[src/rtl/ser_rx_pkg.sv]
package ser_rx_pkg;
  localparam int DATA_W  = 8;
  localparam int LEN_W   = 2;
  localparam int MIN_LEN = 5;
  localparam int LOG_MID = 4;            // 16 ticks per bit
  localparam int LOG_HI  = 6;            // 64 ticks per bit
  localparam int CNT_W   = LOG_HI;
  localparam int BITC_W  = $clog2(DATA_W + 1);

  typedef enum logic [2:0] {
    ST_HUNT, ST_START, ST_DATA, ST_PAR, ST_STOP, ST_WAITHI
  } rx_state_e;

  function automatic logic [CNT_W-1:0] full_limit(input logic [1:0] rate);
    case (rate)
      2'b10:   full_limit = CNT_W'((1 << LOG_MID) - 1);
      2'b11:   full_limit = CNT_W'((1 << LOG_HI) - 1);
      default: full_limit = '0;
    endcase
  endfunction

  function automatic logic [CNT_W-1:0] half_limit(input logic [1:0] rate);
    case (rate)
      2'b10:   half_limit = CNT_W'((1 << (LOG_MID - 1)) - 1);
      2'b11:   half_limit = CNT_W'((1 << (LOG_HI - 1)) - 1);
      default: half_limit = '0;
    endcase
  endfunction
endpackage

[src/rtl/ser_rx_timer.sv]
module ser_rx_timer
  import ser_rx_pkg::*;
(
  input  logic       clk,
  input  logic       rst_n,
  input  logic       tick,
  input  logic       restart,
  input  logic       half_sel,
  input  logic [1:0] rate,
  output logic       samp
);
  logic [CNT_W-1:0] cnt;
  logic [CNT_W-1:0] lim;

  always_comb lim = half_sel ? half_limit(rate) : full_limit(rate);

  assign samp = tick && (cnt == lim);

  always_ff @(posedge clk or negedge rst_n) begin
    if (!rst_n)       cnt <= '0;
    else if (restart) cnt <= '0;
    else if (tick)    cnt <= samp ? '0 : cnt + 1'b1;
  end
endmodule

[src/rtl/ser_rx_frame.sv]
module ser_rx_frame
  import ser_rx_pkg::*;
(
  input  logic              clk,
  input  logic              rst_n,
  input  logic              tick,
  input  logic              rx_en,
  input  logic              rxd,
  input  logic [LEN_W-1:0]  len_sel,
  input  logic              par_on,
  input  logic              par_even,
  input  logic [1:0]        rate_sel,
  input  logic              samp,
  output logic              restart,
  output logic              half_sel,
  output logic [1:0]        rate_q,
  output logic              done,
  output logic [DATA_W-1:0] d_data,
  output logic              d_pe,
  output logic              d_fe,
  output logic              d_brk
);
  rx_state_e          state;
  logic [LEN_W-1:0]   len_q;
  logic               par_on_q;
  logic               par_even_q;
  logic [DATA_W-1:0]  shreg;
  logic [BITC_W-1:0]  bit_cnt;
  logic [BITC_W-1:0]  nbits;
  logic               par_acc;
  logic               par_bit;
  logic               all_low;
  logic               edge_seen;
  logic               slow_rate;

  assign slow_rate = (rate_sel[1] == 1'b0);
  assign edge_seen = rx_en && (state == ST_HUNT) && tick && !rxd;
  assign restart   = edge_seen || !rx_en;
  assign half_sel  = (state == ST_START);
  assign nbits     = BITC_W'(MIN_LEN) + BITC_W'(len_q);

  assign done   = rx_en && (state == ST_STOP) && samp;
  assign d_data = shreg >> (BITC_W'(DATA_W) - nbits);
  assign d_pe   = par_on_q && (par_acc ^ par_bit ^ !par_even_q);
  assign d_fe   = !rxd;
  assign d_brk  = all_low && !rxd;

  always_ff @(posedge clk or negedge rst_n) begin
    if (!rst_n) begin
      state      <= ST_HUNT;
      len_q      <= '0;
      par_on_q   <= 1'b0;
      par_even_q <= 1'b0;
      rate_q     <= 2'b00;
      shreg      <= '0;
      bit_cnt    <= '0;
      par_acc    <= 1'b0;
      par_bit    <= 1'b0;
      all_low    <= 1'b0;
    end else if (!rx_en) begin
      state <= ST_HUNT;
    end else begin
      case (state)
        ST_HUNT: if (edge_seen) begin
          len_q      <= len_sel;
          par_on_q   <= par_on;
          par_even_q <= par_even;
          rate_q     <= rate_sel;
          shreg      <= '0;
          bit_cnt    <= '0;
          par_acc    <= 1'b0;
          par_bit    <= 1'b0;
          all_low    <= 1'b1;
          state      <= slow_rate ? ST_DATA : ST_START;
        end
        ST_START: if (samp) state <= rxd ? ST_HUNT : ST_DATA;
        ST_DATA: if (samp) begin
          shreg   <= {rxd, shreg[DATA_W-1:1]};
          par_acc <= par_acc ^ rxd;
          all_low <= all_low && !rxd;
          bit_cnt <= bit_cnt + 1'b1;
          if (bit_cnt == nbits - 1'b1) state <= par_on_q ? ST_PAR : ST_STOP;
        end
        ST_PAR: if (samp) begin
          par_bit <= rxd;
          all_low <= all_low && !rxd;
          state   <= ST_STOP;
        end
        ST_STOP: if (samp) state <= rxd ? ST_HUNT : ST_WAITHI;
        ST_WAITHI: if (tick && rxd) state <= ST_HUNT;
        default: state <= ST_HUNT;
      endcase
    end
  end
endmodule

[src/rtl/ser_rx_flags.sv]
module ser_rx_flags
  import ser_rx_pkg::*;
(
  input  logic              clk,
  input  logic              rst_n,
  input  logic              tick,
  input  logic              rxd,
  input  logic              done,
  input  logic [DATA_W-1:0] d_data,
  input  logic              d_pe,
  input  logic              d_fe,
  input  logic              d_brk,
  input  logic              m_ready,
  input  logic              err_clr,
  output logic              m_valid,
  output logic [DATA_W-1:0] m_data,
  output logic              par_err,
  output logic              ovr_err,
  output logic              frm_err,
  output logic              brk_det
);
  logic overrun;
  assign overrun = done && m_valid && !m_ready;

  always_ff @(posedge clk or negedge rst_n) begin
    if (!rst_n) begin
      m_valid <= 1'b0;
      m_data  <= '0;
    end else if (done) begin
      m_valid <= 1'b1;
      m_data  <= d_data;
    end else if (m_valid && m_ready) begin
      m_valid <= 1'b0;
    end
  end

  always_ff @(posedge clk or negedge rst_n) begin
    if (!rst_n) begin
      par_err <= 1'b0;
      ovr_err <= 1'b0;
      frm_err <= 1'b0;
    end else begin
      par_err <= (done && d_pe) || (par_err && !err_clr);
      ovr_err <= overrun        || (ovr_err && !err_clr);
      frm_err <= (done && d_fe) || (frm_err && !err_clr);
    end
  end

  always_ff @(posedge clk or negedge rst_n) begin
    if (!rst_n)               brk_det <= 1'b0;
    else if (done && d_brk)   brk_det <= 1'b1;
    else if (tick && rxd)     brk_det <= 1'b0;
  end
endmodule

[src/rtl/ser_async_rx.sv]
module ser_async_rx
  import ser_rx_pkg::*;
(
  input  logic              clk,
  input  logic              rst_n,
  input  logic              rx_tick,
  input  logic              rx_en,
  input  logic              rxd_in,
  input  logic [LEN_W-1:0]  len_sel,
  input  logic              par_on,
  input  logic              par_even,
  input  logic [1:0]        rate_sel,
  output logic              m_valid,
  input  logic              m_ready,
  output logic [DATA_W-1:0] m_data,
  input  logic              err_clr,
  output logic              par_err,
  output logic              ovr_err,
  output logic              frm_err,
  output logic              brk_det
);
  logic              samp, restart, half_sel, done;
  logic              d_pe, d_fe, d_brk;
  logic [1:0]        rate_q;
  logic [DATA_W-1:0] d_data;

  ser_rx_timer u_timer (
    .clk(clk), .rst_n(rst_n), .tick(rx_tick), .restart(restart),
    .half_sel(half_sel), .rate(rate_q), .samp(samp)
  );

  ser_rx_frame u_frame (
    .clk(clk), .rst_n(rst_n), .tick(rx_tick), .rx_en(rx_en), .rxd(rxd_in),
    .len_sel(len_sel), .par_on(par_on), .par_even(par_even),
    .rate_sel(rate_sel), .samp(samp), .restart(restart),
    .half_sel(half_sel), .rate_q(rate_q), .done(done), .d_data(d_data),
    .d_pe(d_pe), .d_fe(d_fe), .d_brk(d_brk)
  );

  ser_rx_flags u_flags (
    .clk(clk), .rst_n(rst_n), .tick(rx_tick), .rxd(rxd_in), .done(done),
    .d_data(d_data), .d_pe(d_pe), .d_fe(d_fe), .d_brk(d_brk),
    .m_ready(m_ready), .err_clr(err_clr), .m_valid(m_valid),
    .m_data(m_data), .par_err(par_err), .ovr_err(ovr_err),
    .frm_err(frm_err), .brk_det(brk_det)
  );
endmodule

[config.mk]
export PLATFORM = sky130hd
export DESIGN_NAME = ser_async_rx
export DESIGN_NICKNAME = d
export VERILOG_FILES = /design/src/rtl/ser_rx_pkg.sv /design/src/rtl/ser_rx_timer.sv /design/src/rtl/ser_rx_frame.sv /design/src/rtl/ser_rx_flags.sv /design/src/rtl/ser_async_rx.sv
export SDC_FILE = /design/constraint.sdc
export NUM_CORES = 1
export LEC_CHECK = 0
export ABC_AREA = 0
export BUFFER_PORTS_ARGS = -buffer_cell sky130_fd_sc_hd__buf_2
export CORE_ASPECT_RATIO = 1.25
export CORE_UTILIZATION = 26
export CTS_BUF_LIST = sky130_fd_sc_hd__clkbuf_4 sky130_fd_sc_hd__clkbuf_8 sky130_fd_sc_hd__clkbuf_16
export CTS_CLUSTER_DIAMETER = 40
export DETAILED_ROUTE_END_ITERATION = 16
export GPL_TIMING_DRIVEN = 0
export SKIP_CTS_REPAIR_TIMING = 1
export SLEW_MARGIN = 0
export SYNTH_ARGS = -nofsm -noshare
export SYNTH_HDL_FRONTEND = slang
export SYNTH_HIERARCHICAL = 1
export SYNTH_SLANG_ARGS = --single-unit
export TNS_END_PERCENT = 5
[constraint.sdc]
create_clock -name clk -period 7.66 [get_ports clk]
set_input_delay 0.766 -clock clk [delete_from_list [all_inputs] [get_ports clk]]
set_output_delay 0.766 -clock clk [all_outputs]
set_load 0.05 [all_outputs]
; ---- Word-level counts from Yosys, hierarchy flattened
; Index checks and enable logic that the tools add are counted.
; Widths: inputs -> output; s select.
[op_classes]
bitwise_logic = 3
addsub = 5
n_mul = 0
shift = 1
order_cmp = 0
eq_ne = 20
div_mod_pow = 0
n_reduce_logical = 40
muxes = 37
[ops]
columns = op, count
row1 = $mux 3, 10
row2 = $mux 6, 4
row3 = $ne 3x2->1 const B, 7
row4 = $logic_and 1x1->1, 18
row5 = $pmux 3 s6, 1
row6 = $mux 8, 2
row7 = $pmux 8 s2, 1
row8 = $pmux 6 s2, 1
row9 = $reduce_and 4->1, 3
row10 = $reduce_bool 2->1, 6
row11 = $pmux 5 s2, 1
row12 = $mux 1, 9
row13 = $mux 4, 2
row14 = $ne 2x1->1 const B, 4
row15 = $pmux 4 s2, 1
row16 = $shr 8x4->8, 1
row17 = $reduce_and 7->1, 1
row18 = $add 6x1->6 const B, 1
row19 = $eq 3x2->1 const B, 2
row20 = $eq 3x3->1 const B, 2
row21 = $eq 6x6->1, 1
row22 = $pmux 1 s2, 3
row23 = $logic_not 1->1, 5
row24 = $add 3x2->4 const A, 1
row25 = 12 further kinds, 19
[totals]
elab_cells = 123
register_bits = 43
out_inout_bits = 13
input_bits = 13
memories = 0
ramBits = 0
latchBits = 0
rom_bits = 0

; ---- Logic depth before layout (Yosys ltp)
; Gate-level depths: netlist (run 1).
[logic_depth]
ltp_word = 9
ltp_mapped = 12
mapped_depth_nobuf = 11

; ---- By module
; Netlist (run 1), hierarchy kept.
[by_module_without_submodules]
columns = module, cells_each, area_each_um2, seq_area_each_um2, n_inst
row1 = ser_rx_frame, 173, 1534.0, 600.6, 1
row2 = ser_rx_flags, 30, 505.5, 325.3, 1
row3 = ser_rx_timer, 42, 382.9, 150.1, 1

; ---- Worst setup path after synthesis (run 1)
; Ideal clock, no wire load.
[synth_timing]
kind = register -> register
from = reg u_timer.cnt[2]
to = reg u_frame.state[1]
slack_ns = 5.056
n_path_buf = 0
path_stages_with_launch = 10
required_time_ns = 7.582
synth_period_minus_slack_ns = 2.604
setup_ns = 0.078
arrival_time_ns = 2.527
cell_sequence = dfrtp_1 > or4_1 > nor2_1 > a21oi_1 > nor3b_4 > nor4b_1 > a211oi_1 > a41oi_2 > or4_1 > a21boi_1
[synth_between]
elab_chain_cells = 4
elab_cells_between_ends = 7
cone_classes = eq/ne: 5 / reduce/logical: 2
[synth_rtl]
columns = element, line_no
row1 = "start, declared", ser_rx_timer.sv:12  ; logic [CNT_W-1:0] cnt;
row2 = "start signal, assigned", ser_rx_timer.sv:22  ; else if (tick) cnt <= samp ? '0 : cnt + 1'b1;
row3 = $eq 6x6->1 *, ser_rx_timer.sv:17  ; assign samp = tick && (cnt == lim);
row4 = $logic_and 1x1->1 *, ser_rx_timer.sv:17
row5 = net samp, ser_async_rx.sv:22  ; logic samp, restart, half_sel, done;
row6 = $ne 3x2->1 (no line), -
row7 = $reduce_and 7->1 (no line) *, -
row8 = "end signal, assigned", ser_rx_frame.sv:74  ; state <= slow_rate ? ST_DATA : ST_START;
row9 = "end signal, assigned", ser_rx_frame.sv:76  ; ST_START: if (samp) state <= rxd ? ST_HUNT : ST_DATA;
row10 = "end signal, assigned", ser_rx_frame.sv:82  ; if (bit_cnt == nbits - 1'b1) state <= par_on_q ? ST_PAR : ST_STOP;
row11 = "end, declared", ser_rx_frame.sv:23  ; rx_state_e state;
; Mark *: on every way through the listed nets, which the timed path passes. The rest lies on a longest branch.
; A chain may end at the register's enable or synchronous reset.

; ---- Worst setup path after layout (run 1)
; Same ends and word-level chain as after synthesis.

==> results of run 1 <==
-- final cells by class --
type | instances | area, sq um
Sequential cell | 43 | 1080
Fill cell | 950 | 6210
Inverter | 6 | 22.5
Timing Repair Buffer | 25 | 125
Tap cell | 123 | 154
Buffer | 11 | 60.1
Multi-Input combinational cell | 185 | 1260
Clock buffer | 8 | 160
-- metrics by stage --
step	util (%)	area [sq um]
after global placement	29.8	2700
after CTS	31.5	2860
after floorplan	-	2420
after detailed placement	29.8	2700
after global routing	31.5	2860
final	31.5	2860
-- cells by family (layout without fill, tap and decap cells) --
| family | after synthesis | count (layout) | synth area share, % |
|---|---|---|---|
| XOR/XNOR | 10 | 10 | 4.70 |
| buffers and inverters | 17 | 50 | 3.41 |
| multiplexers | 17 | 17 | 10.8 |
| flip-flops | 43 | 43 | 44.4 |
| adder cells (fa/ha/maj) | 4 | 4 | 2.07 |
| AO/OA/AOI/OAI | 37 | 37 | 11.0 |
| AND/OR/NAND/NOR | 117 | 117 | 23.6 |
-- sequential cells by signal, indices dropped and copies added (netlist names), 2 cells and up --
name             flops
u_flags/m_data       8
u_frame/bit_cnt      4
u_frame/len_q        2
u_frame/rate_q       2
u_frame/shreg        8
u_frame/state        3
u_timer/cnt          6
-- power by group through the flow --
stage / Combinational (W) / Sequential (W) / Clock [W]
4_1_cts: 0.000355 / 0.000307 / 0.000231
6_report: 0.000352 / 0.000307 / 0.000226
3_5_place_dp: 0.000354 / 0.000311 / 0
3_3_place_gp: 0.000349 / 0.000310 / 0
2_1_floorplan: 0.000252 / 0.000336 / 0
5_1_grt: 0.000389 / 0.000313 / 0.000242
-- tightest hold or removal path, cell delays in order (launching register included) --
cell     delay, ps
dfrtp_1        340
nand2_1         50
nand2_1         50
-- final timing paths --
check	start	endpoint	slack, ps	cells past startpoint
hold / removal	u_frame/shreg[0]$_DFFE_PN0P_	u_frame/shreg[0]$_DFFE_PN0P_	460	2
setup reg to reg	u_timer/cnt[2]$_DFFE_PN0P_	u_frame/state[1]$_DFFE_PN0P_	4680	9
max in group asynchronous	rst_n	u_frame/rate_q[0]$_DFFE_PN0P_	6440	1
hold reg to reg	u_frame/shreg[0]$_DFFE_PN0P_	u_frame/shreg[0]$_DFFE_PN0P_	460	2
min in group asynchronous	rst_n	u_frame/state[0]$_DFFE_PN0P_	630	1
setup / recovery	u_timer/cnt[2]$_DFFE_PN0P_	u_frame/state[1]$_DFFE_PN0P_	4680	9
-- per-layer routing --
metal | global-route usage [%] | routed length [um] | up-vias
met2 | 20.1 | 2460 | 33
li1 | - | - | 920
met5 | 0 | 0 | -
met3 | 2.70 | 158 | 4
met4 | 4.49 | 70 | 0
met1 | 12.7 | 2310 | 905
-- cell usage after synthesis (all sizes together), types with 2 or more instances --
| cell | count | area share, % |
|---|---|---|
| o211ai | 2 | 0.62 |
| nand2b | 4 | 1.0 |
| a22o | 3 | 1.2 |
| nand2 | 52 | 8.1 |
| inv | 6 | 0.93 |
| nor2 | 15 | 2.3 |
| buf | 7 | 1.9 |
| nor3b | 2 | 1.1 |
| a21boi | 2 | 0.62 |
| a21oi | 9 | 1.9 |
| and3 | 2 | 0.52 |
| or2 | 3 | 0.77 |
| or3 | 2 | 0.52 |
| clkbuf | 4 | 0.62 |
| mux2i | 3 | 1.2 |
| dfrtp | 43 | 44 |
| nor2b | 2 | 0.52 |
| mux2 | 9 | 5.0 |
| ha | 4 | 2.1 |
| xor2 | 5 | 2.1 |
| a21o | 3 | 0.98 |
| nor3 | 3 | 0.62 |
| nand3 | 15 | 3.1 |
| nand3b | 2 | 0.62 |
| mux4 | 5 | 4.6 |
| xnor2 | 5 | 2.6 |
| or4 | 2 | 0.62 |
| and2 | 7 | 1.8 |
| nand4 | 3 | 0.77 |
| o21ai | 7 | 1.4 |
==> impl_metrics.csv, run 1 <==
group,metric,value,unit
outcome,status,"finished, final reports clean",
worst_setup_path,crit_path_start_kind,"flop",
die,fp.dieW,88.3,um
timing,rsz0062_at_grt,"no",
pwr,pwr-share-clk,25.5,%
yosys,syn_inst,245,
drt,ant_nets,0,
yosys,synth-main-ff-cell,"dfrtp_1",
yosys,synth-async-reset-ratio,100,%
layout,final_cell_mix,"52 x nand2_1, 43 x dfrtp_1, 28 x buf_2",
global_routing,gr-usage-all-layers,11.2,%
layout,syn_to_final_growth,18.1,%
yosys,synth_edf_count,0,
yosys,synth_seq_cells,43,
drt,first_pass_iters,4,
drt,viasPerCell,4.64,
pwr,switching_share,37.3,%
worst_setup_path,cp_num_buf_inv,0,
place,place_inst,393,
pwr,power,0.000884,W
layout,n_antenna_cell,0,
layout,final_nets,294,
drt,routed_wl,5.00,mm
timing,setup_ws,4680,ps
yosys,synth_nets,262,
pwr,seqPwrFrac,34.7,%
clock_tree,cts_made_buffers,5,
clock_tree,clock_sinks,43,
clock_tree,h-tree-depth,2,
pwr,p_int,0.000554,W
layout,final_cells,401,
worst_setup_path,critical_path_class,"flop to flop",
clock_tree,cts_tree,"yes",
die,dieHeight,110,um
die,dieArea,9710,sq um
global_routing,antenna_found_initial,0,
worst_setup_path,end_kind,"flop",
place,io_buffers,25,
timing,setup_viol,0,
die,start_util,26.7,%
clock_tree,clkTransAtPathRegs,60,ps
worst_setup_path,critPathMaxFanout,10,
timing,hold_violations,0,
drt,drt_drc_violations_left,0,
pwr,p_switching,0.000330,W
yosys,synth_cell_types,55,
drt,drtIter0Drc,116,
worst_setup_path,critPathMaxStageDelay,570,ps
timing,maxSlewHeadroom,36.8,%
worst_setup_path,worstPathRequired,7870,ps
timing,min_period_over_period,38.8,%
clock_tree,cts.path.max_buffers,2,
drt,detailroute.via_count,1862,
layout,layout_commonest_cell,"nand2_1",
place,gp_congestion,0.804,
place,dp_hpwl,3.57,mm
pwr,powerDensity,309,nW/um^2
clock_tree,clk_latency,280,ps
global_routing,overflow,0,
pwr,p_comb_share,39.8,%
min_path,hold_path.class,"flop to flop",
worst_setup_path,cp_cell_sequence,"or4_1 -> nor2_1 -> a21oi_1 -> nor3b_4 -> nor4b_1 -> a211oi_1 -> a41oi_2 -> or4_1 -> a21boi_1",
timing,worst_pin_slew,948,ps
worst_setup_path,crit_family,"simple AND/OR/NAND/NOR gates",
drt,wl_per_cell,12.5,um
timing,fin_setup_tns,0,ps
pwr,peakVddDrop,0.0000953,V
die,io_pins,26,
die,core,9080,sq um
place,pre_cts_ws,4560,ps
global_routing,grt_pass1_wl,8.27,mm
global_routing,grt_start_max_net_pins,44,
worst_setup_path,cp.arrival,3190,ps
timing,clock-skew-final,5.29,ps
timing,maxSlewViolCount,0,
global_routing,grt_pass1_vias,1771,
yosys,synth_area,2420,sq um
timing,clock.fmax,0.336,GHz
yosys,synth.avg_cell_area,9.89,sq um
timing,whs,465,ps
worst_setup_path,crit_top_cell,"or4_1",
layout,drive_gt1_share,23.4,%
timing,finalCriticalPeriod,2980,ps
yosys,synth-warning-count,6,
pwr,leakage,1.36,nW
job,maxCapViolCount,0,
worst_setup_path,crit_slowest_cell,"or4_1",
clock_tree,cts_root_buffer,"clkbuf_16",
yosys,ys_seq_area_share,44.4,%
die,fp-row-count,39,
Note: power is estimated with default switching activity, not from simulation.
==> run 2: changes to the inputs <==
==> constraint.sdc (replaced) <==
create_clock -name clk -period 2.95 [get_ports clk]
set_input_delay 0.295 -clock clk [delete_from_list [all_inputs] [get_ports clk]]
set_output_delay 0.295 -clock clk [all_outputs]
set_load 0.05 [all_outputs]
==> run 2 against run 1 <==
Die area unchanged; cell count up 1.2%; via count down 0.16%; sequential cell count unchanged; first-iteration DRC count down 14%; total power rose to 2.6 times the previous value; critical path type unchanged; maximum frequency up 7.2%; largest cell class unchanged; non-clock buffer count up 5.
==> impl_metrics.csv, run 2 (same netlist as run 1, synthesis figures left out) <==
group,metric,value,unit
drt,wl_per_cell,12.4,um
timing,min_period_over_period,94.1,%
layout,syn_to_final_growth,19.7,%
job,maxCapViolCount,0,
clock_tree,clkTransAtPathRegs,60,ps
worst_setup_path,ff2ff_setup_slack,170,ps
timing,whs,161,ps
clock_tree,h-tree-depth,2,
clock_tree,clock_sinks,43,
timing,finalCriticalPeriod,2780,ps
clock_tree,cts.path.max_buffers,2,
pwr,powerDensity,803,nW/um^2
place,dp_hpwl,3.57,mm
global_routing,overflow,0,
drt,routed_wl,5.04,mm
drt,drtIter0Drc,100,
layout,utilization,31.9,%
place,io_buffers,25,
layout,final_cell_mix,"52 x nand2_1, 43 x dfrtp_1, 28 x buf_2",
global_routing,grt_pass1_wl,8.27,mm
timing,setup_ws,174,ps
drt,wl_met3,148,um
worst_setup_path,rr_worst_depth,9,
worst_setup_path,crit_path_start_kind,"flop",
global_routing,grt_start_max_net_pins,44,
die,dieArea,9710,sq um
global_routing,antenna_found_initial,0,
clock_tree,cts_root_buffer,"clkbuf_16",
timing,rsz0062_at_grt,"no",
clock_tree,clk_latency,280,ps
worst_setup_path,end_kind,"flop",
drt,highest_layer,"met4",
timing,worst_pin_slew,950,ps
drt,first_pass_iters,4,
timing,maxSlewViolCount,0,
worst_setup_path,cp.arrival,2990,ps
min_path,hold_path.class,"input pin to asynchronous set/reset pin",
die,start_util,26.7,%
drt,dr_wl_met2,2.51,mm
place,gp_congestion,0.804,
clock_tree,cts_made_buffers,5,
die,core,9080,sq um
pwr,peakVddDrop,0.000247,V
worst_setup_path,worstPathRequired,3160,ps
worst_setup_path,r2r_end,"u_frame/state[1]$_DFFE_PN0P_",
layout,top_regs,"u_flags/m_data (8), u_frame/shreg (8), u_timer/cnt (6)",
drt,drt_drc_violations_left,0,
die,fp-row-count,39,
die,io_pins,26,
layout,n_antenna_cell,0,
worst_setup_path,critPathMaxFanout,6,
clock_tree,cts_tree,"yes",
die,fp.dieW,88.3,um
global_routing,gr-usage-all-layers,11.2,%
layout,final_nets,299,
die,dieHeight,110,um
drt,viasPerCell,4.58,
timing,clock.fmax,0.360,GHz
timing,fin_setup_tns,0,ps
timing,hold_violations,0,
timing,setup_viol,0,
worst_setup_path,critical_path_class,"flop to flop",
timing,maxSlewHeadroom,36.7,%
place,pre_cts_ws,-31.3,ps
drt,wl_met1,2.31,mm
worst_setup_path,worstReg2RegStart,"u_timer/cnt[2]$_DFFE_PN0P_",
drt,detailroute.via_count,1859,
outcome,status,"finished, final reports clean",
drt,ant_nets,0,
timing,clock-skew-final,5.36,ps
pwr,leakage,1.38,nW
layout,drive_gt1_share,24.7,%
global_routing,grt_pass1_vias,1771,
layout,layout_commonest_cell,"nand2_1",
==> run 2: cell count changes in the layout (fill, tap and decap cells not counted) <==
| cell | before | now |
|---|---|---|
| buf_4 | 2 | 7 |
==> run 2: report_power, final <==
part | total, W | leakage (nW) | internal [W] | switching, W
registers | 0.000796 | 0.582 | 0.000700 | 0.0000957
logic | 0.000947 | 0.721 | 0.000394 | 0.000553
clock network | 0.000586 | 0.0806 | 0.000370 | 0.000216
total | 0.00233 | 1.38 | 0.00146 | 0.000865
==> run 2: final cells by class <==
class / instances / area (sq um)
repair buffers: 30 / 163
inverters: 6 / 22.5
plain buffers: 11 / 60.1
well taps: 123 / 154
flip-flops and latches: 43 / 1080
multi-input cells: 185 / 1260
fillers: 947 / 6180
clock buffers: 8 / 160
==> run 2: how the worst max path moves through the flow <==
stage | from | end | slack [ps] | cells past startpoint
after floorplan | u_timer/cnt[2]$_DFFE_PN0P_ | u_frame/state[1]$_DFFE_PN0P_ | 350 | 9
after global placement | u_timer/cnt[2]$_DFFE_PN0P_ | u_frame/state[1]$_DFFE_PN0P_ | 20 | 9
after detailed placement | u_timer/cnt[2]$_DFFE_PN0P_ | u_frame/state[1]$_DFFE_PN0P_ | -30 | 9
after CTS | u_timer/cnt[2]$_DFFE_PN0P_ | u_frame/state[1]$_DFFE_PN0P_ | -60 | 9
after global routing | u_timer/cnt[2]$_DFFE_PN0P_ | u_frame/state[1]$_DFFE_PN0P_ | 10 | 9
final | u_timer/cnt[2]$_DFFE_PN0P_ | u_frame/state[1]$_DFFE_PN0P_ | 170 | 9
==> run 2: metal layers <==
metal	vias up	track usage, %
li1	929	-
met1	899	12.7
met2	27	20.1
met3	4	2.70
met4	0	4.49
met5	-	0
==> run 2: worst max-delay path, stage by stage, from the launching register on <==
cell      delay (ps)
dfrtp_1          420
or4_1            520
nor2_1           100
a21oi_1          100
nor3b_4          320
nor4b_1           90
a211oi_1         310
a41oi_2          130
or4_1            550
a21boi_1         150
==> run 2: per-stage QoR <==
step | cells | cell area, sq um | total power (W)
floorplan | 245 | 2420 | 0.00153
global placement | 393 | 2700 | 0.00171
detailed placement | 393 | 2700 | 0.00173
CTS | 401 | 2860 | 0.00232
global route | 406 | 2900 | 0.00248
finish | 406 | 2900 | 0.00233
==> run 3: changes to the inputs <==
--- a/config.mk
+++ b/config.mk
@@ -8,13 +8,14 @@
 export ABC_AREA = 0
 export BUFFER_PORTS_ARGS = -buffer_cell sky130_fd_sc_hd__buf_2
 export CORE_ASPECT_RATIO = 1.25
-export CORE_UTILIZATION = 26
+export CORE_MARGIN = 2
+export CORE_UTILIZATION = 55
 export CTS_BUF_LIST = sky130_fd_sc_hd__clkbuf_4 sky130_fd_sc_hd__clkbuf_8 sky130_fd_sc_hd__clkbuf_16
 export CTS_CLUSTER_DIAMETER = 40
 export DETAILED_ROUTE_END_ITERATION = 16
 export GPL_TIMING_DRIVEN = 0
+export PLACE_DENSITY = 0.75
 export SKIP_CTS_REPAIR_TIMING = 1
-export SLEW_MARGIN = 0
 export SYNTH_ARGS = -nofsm -noshare
 export SYNTH_HDL_FRONTEND = slang
 export SYNTH_HIERARCHICAL = 1
==> run 3 against run 2 <==
Non-clock buffer count is 2 lower; critical path depth is 3 higher; register-to-register slack better by 90 ps; cell area fell by 4.1%; sequential power barely moved; clock-buffer cell count fell by 2; maximum frequency increased by 3.5%; sequential cell count stayed put; core utilization up 32 points; via count grew 1.1%; global-route usage up 9.9 points; critical endpoint is now u_frame/state[0]$_DFFE_PN0P_; highest routed layer unchanged.
==> impl_metrics.csv, run 3 (same netlist as run 1, synthesis figures left out) <==
group,metric,value,unit
timing,setup_viol,0,
clock_tree,cts_tree,"yes",
outcome,status,"finished, final reports clean",
clock_tree,clkTransAtPathRegs,80,ps
die,core,4320,sq um
drt,first_pass_iters,4,
die,fp-row-count,27,
drt,ant_nets,0,
layout,utilization,64.3,%
place,placed_cell_area,2620,sq um
worst_setup_path,worstPathRequired,3140,ps
worst_setup_path,ff2ff_setup_slack,270,ps
layout,n_antenna_cell,0,
worst_setup_path,critical_path_class,"flop to flop",
global_routing,gr-usage-all-layers,21.1,%
die,dieHeight,78.2,um
timing,hold_violations,0,
pwr,powerDensity,820,nW/um^2
worst_setup_path,rr_worst_depth,12,
die,io_pins,26,
worst_setup_path,crit_path_start_kind,"flop",
layout,final_cell_mix,"52 x nand2_1, 43 x dfrtp_1, 28 x buf_2",
die,fp.dieW,63.4,um
timing,worst_pin_slew,959,ps
layout,drive_gt1_share,24.2,%
pwr,p_comb_share,41.1,%
die,start_util,56.0,%
worst_setup_path,r2r_end,"u_frame/state[0]$_DFFE_PN0P_",
place,io_buffers,25,
pwr,peakVddDrop,0.000378,V
drt,drtIter0Drc,101,
layout,final_nets,297,
timing,fin_setup_tns,0,ps
clock_tree,clk_latency,300,ps
timing,maxSlewHeadroom,36.0,%
global_routing,grt_pass1_wl,8.25,mm
clock_tree,cts.path.max_buffers,2,
pwr,seqPwrFrac,34.8,%
pwr,switching_share,37.2,%
layout,top_regs,"u_flags/m_data (8), u_frame/shreg (8), u_timer/cnt (6)",
worst_setup_path,cp.arrival,2870,ps
timing,maxSlewViolCount,0,
timing,clock-skew-final,4.33,ps
timing,clock.fmax,0.373,GHz
global_routing,grt_pass1_vias,1827,
min_path,hold_path.class,"input pin to asynchronous set/reset pin",
job,maxCapViolCount,0,
pwr,p_int,0.00143,W
worst_setup_path,end_kind,"flop",
pwr,leakage,1.36,nW
place,dp_hpwl,3.26,mm
pwr,p_switching,0.000848,W
clock_tree,cts_made_buffers,5,
clock_tree,clock_sinks,43,
drt,routed_wl,4.73,mm
place,gp_congestion,0.837,
global_routing,overflow,0,
drt,wl_per_cell,13.9,um
timing,finalCriticalPeriod,2680,ps
worst_setup_path,critPathMaxFanout,9,
clock_tree,h-tree-depth,2,
layout,syn_to_final_growth,14.7,%
timing,min_period_over_period,90.9,%
drt,viasPerCell,5.55,
worst_setup_path,worstReg2RegStart,"u_frame/state[1]$_DFFE_PN0P_",
global_routing,antenna_found_initial,0,
layout,finalInstanceArea,2780,sq um
clock_tree,cts_root_buffer,"clkbuf_8",
drt,drt_drc_violations_left,0,
drt,detailroute.via_count,1880,
timing,rsz0062_at_grt,"no",
pwr,pwr-share-clk,24.1,%
global_routing,grt_start_max_net_pins,44,
die,dieArea,4950,sq um
layout,layout_commonest_cell,"nand2_1",
run 3: cell count changes in the layout (fill, tap and decap cells not counted):
cell and delta:
clkbuf_16 -5, clkbuf_8 +3, buf_4 -2, bufinv_16 +2
run 3: final cells by class:
cell class	count	area, sq um
clock inverter	2	60.1
clock buffer	6	76.3
multi-input combinational	185	1260
sequential	43	1080
fill	370	1550
timing repair buffer	28	148
buffer	11	60.1
inverter	6	22.5
tap	58	72.6
run 3: critical path, cell delays in order (launching register included):
cell	delay, ps
dfrtp_1	360
buf_2	170
nand2b_1	170
nor2_1	170
a21boi_0	110
o21a_1	170
a21oi_1	340
nor3b_4	110
nor4b_1	300
a211oi_1	110
a41oi_2	310
o211ai_1	160
o41ai_1	90
run 3: through the flow:
stage	std cells	worst slack [ps]	total power (W)	hold slack, ps
2_1_floorplan	245	346	0.00153	-0.591
3_5_place_dp	328	59.9	0.00172	456
3_3_place_gp	328	43.7	0.00171	458
5_1_grt	339	57.6	0.00243	192
4_1_cts	336	30.8	0.00228	172
6_report	339	267	0.00228	146
run 3: power groups by stage:
stage | clock [W] | combinational (W) | sequential (W)
3_3_place_gp | 0 | 0.000905 | 0.000802
5_1_grt | 0.000584 | 0.00103 | 0.000814
2_1_floorplan | 0 | 0.000655 | 0.000873
4_1_cts | 0.000560 | 0.000925 | 0.000792
3_5_place_dp | 0 | 0.000919 | 0.000804
6_report | 0.000548 | 0.000937 | 0.000794
run 3: layer usage:
layer / share of wire, % / routed length, um / GRT usage, %
met1: 45 / 2110 / 26.2
met2: 51 / 2390 / 36.5
met3: 2.9 / 137 / 4.01
met4: 1.9 / 91 / 7.83
met5: 0 / 0 / 0
run 3: how the worst max path moves through the flow:
stage,startpoint,end,slack [ps],cells past startpoint
floorplan,u_timer/cnt[2]$_DFFE_PN0P_,u_frame/state[1]$_DFFE_PN0P_,350,9
global placement,u_timer/cnt[2]$_DFFE_PN0P_,u_frame/state[1]$_DFFE_PN0P_,40,9
detailed placement,u_timer/cnt[2]$_DFFE_PN0P_,u_frame/state[1]$_DFFE_PN0P_,60,9
CTS,u_timer/cnt[2]$_DFFE_PN0P_,u_frame/state[1]$_DFFE_PN0P_,30,9
global route,u_timer/cnt[2]$_DFFE_PN0P_,u_frame/state[1]$_DFFE_PN0P_,60,9
finish,u_frame/state[1]$_DFFE_PN0P_,u_frame/state[0]$_DFFE_PN0P_,270,12
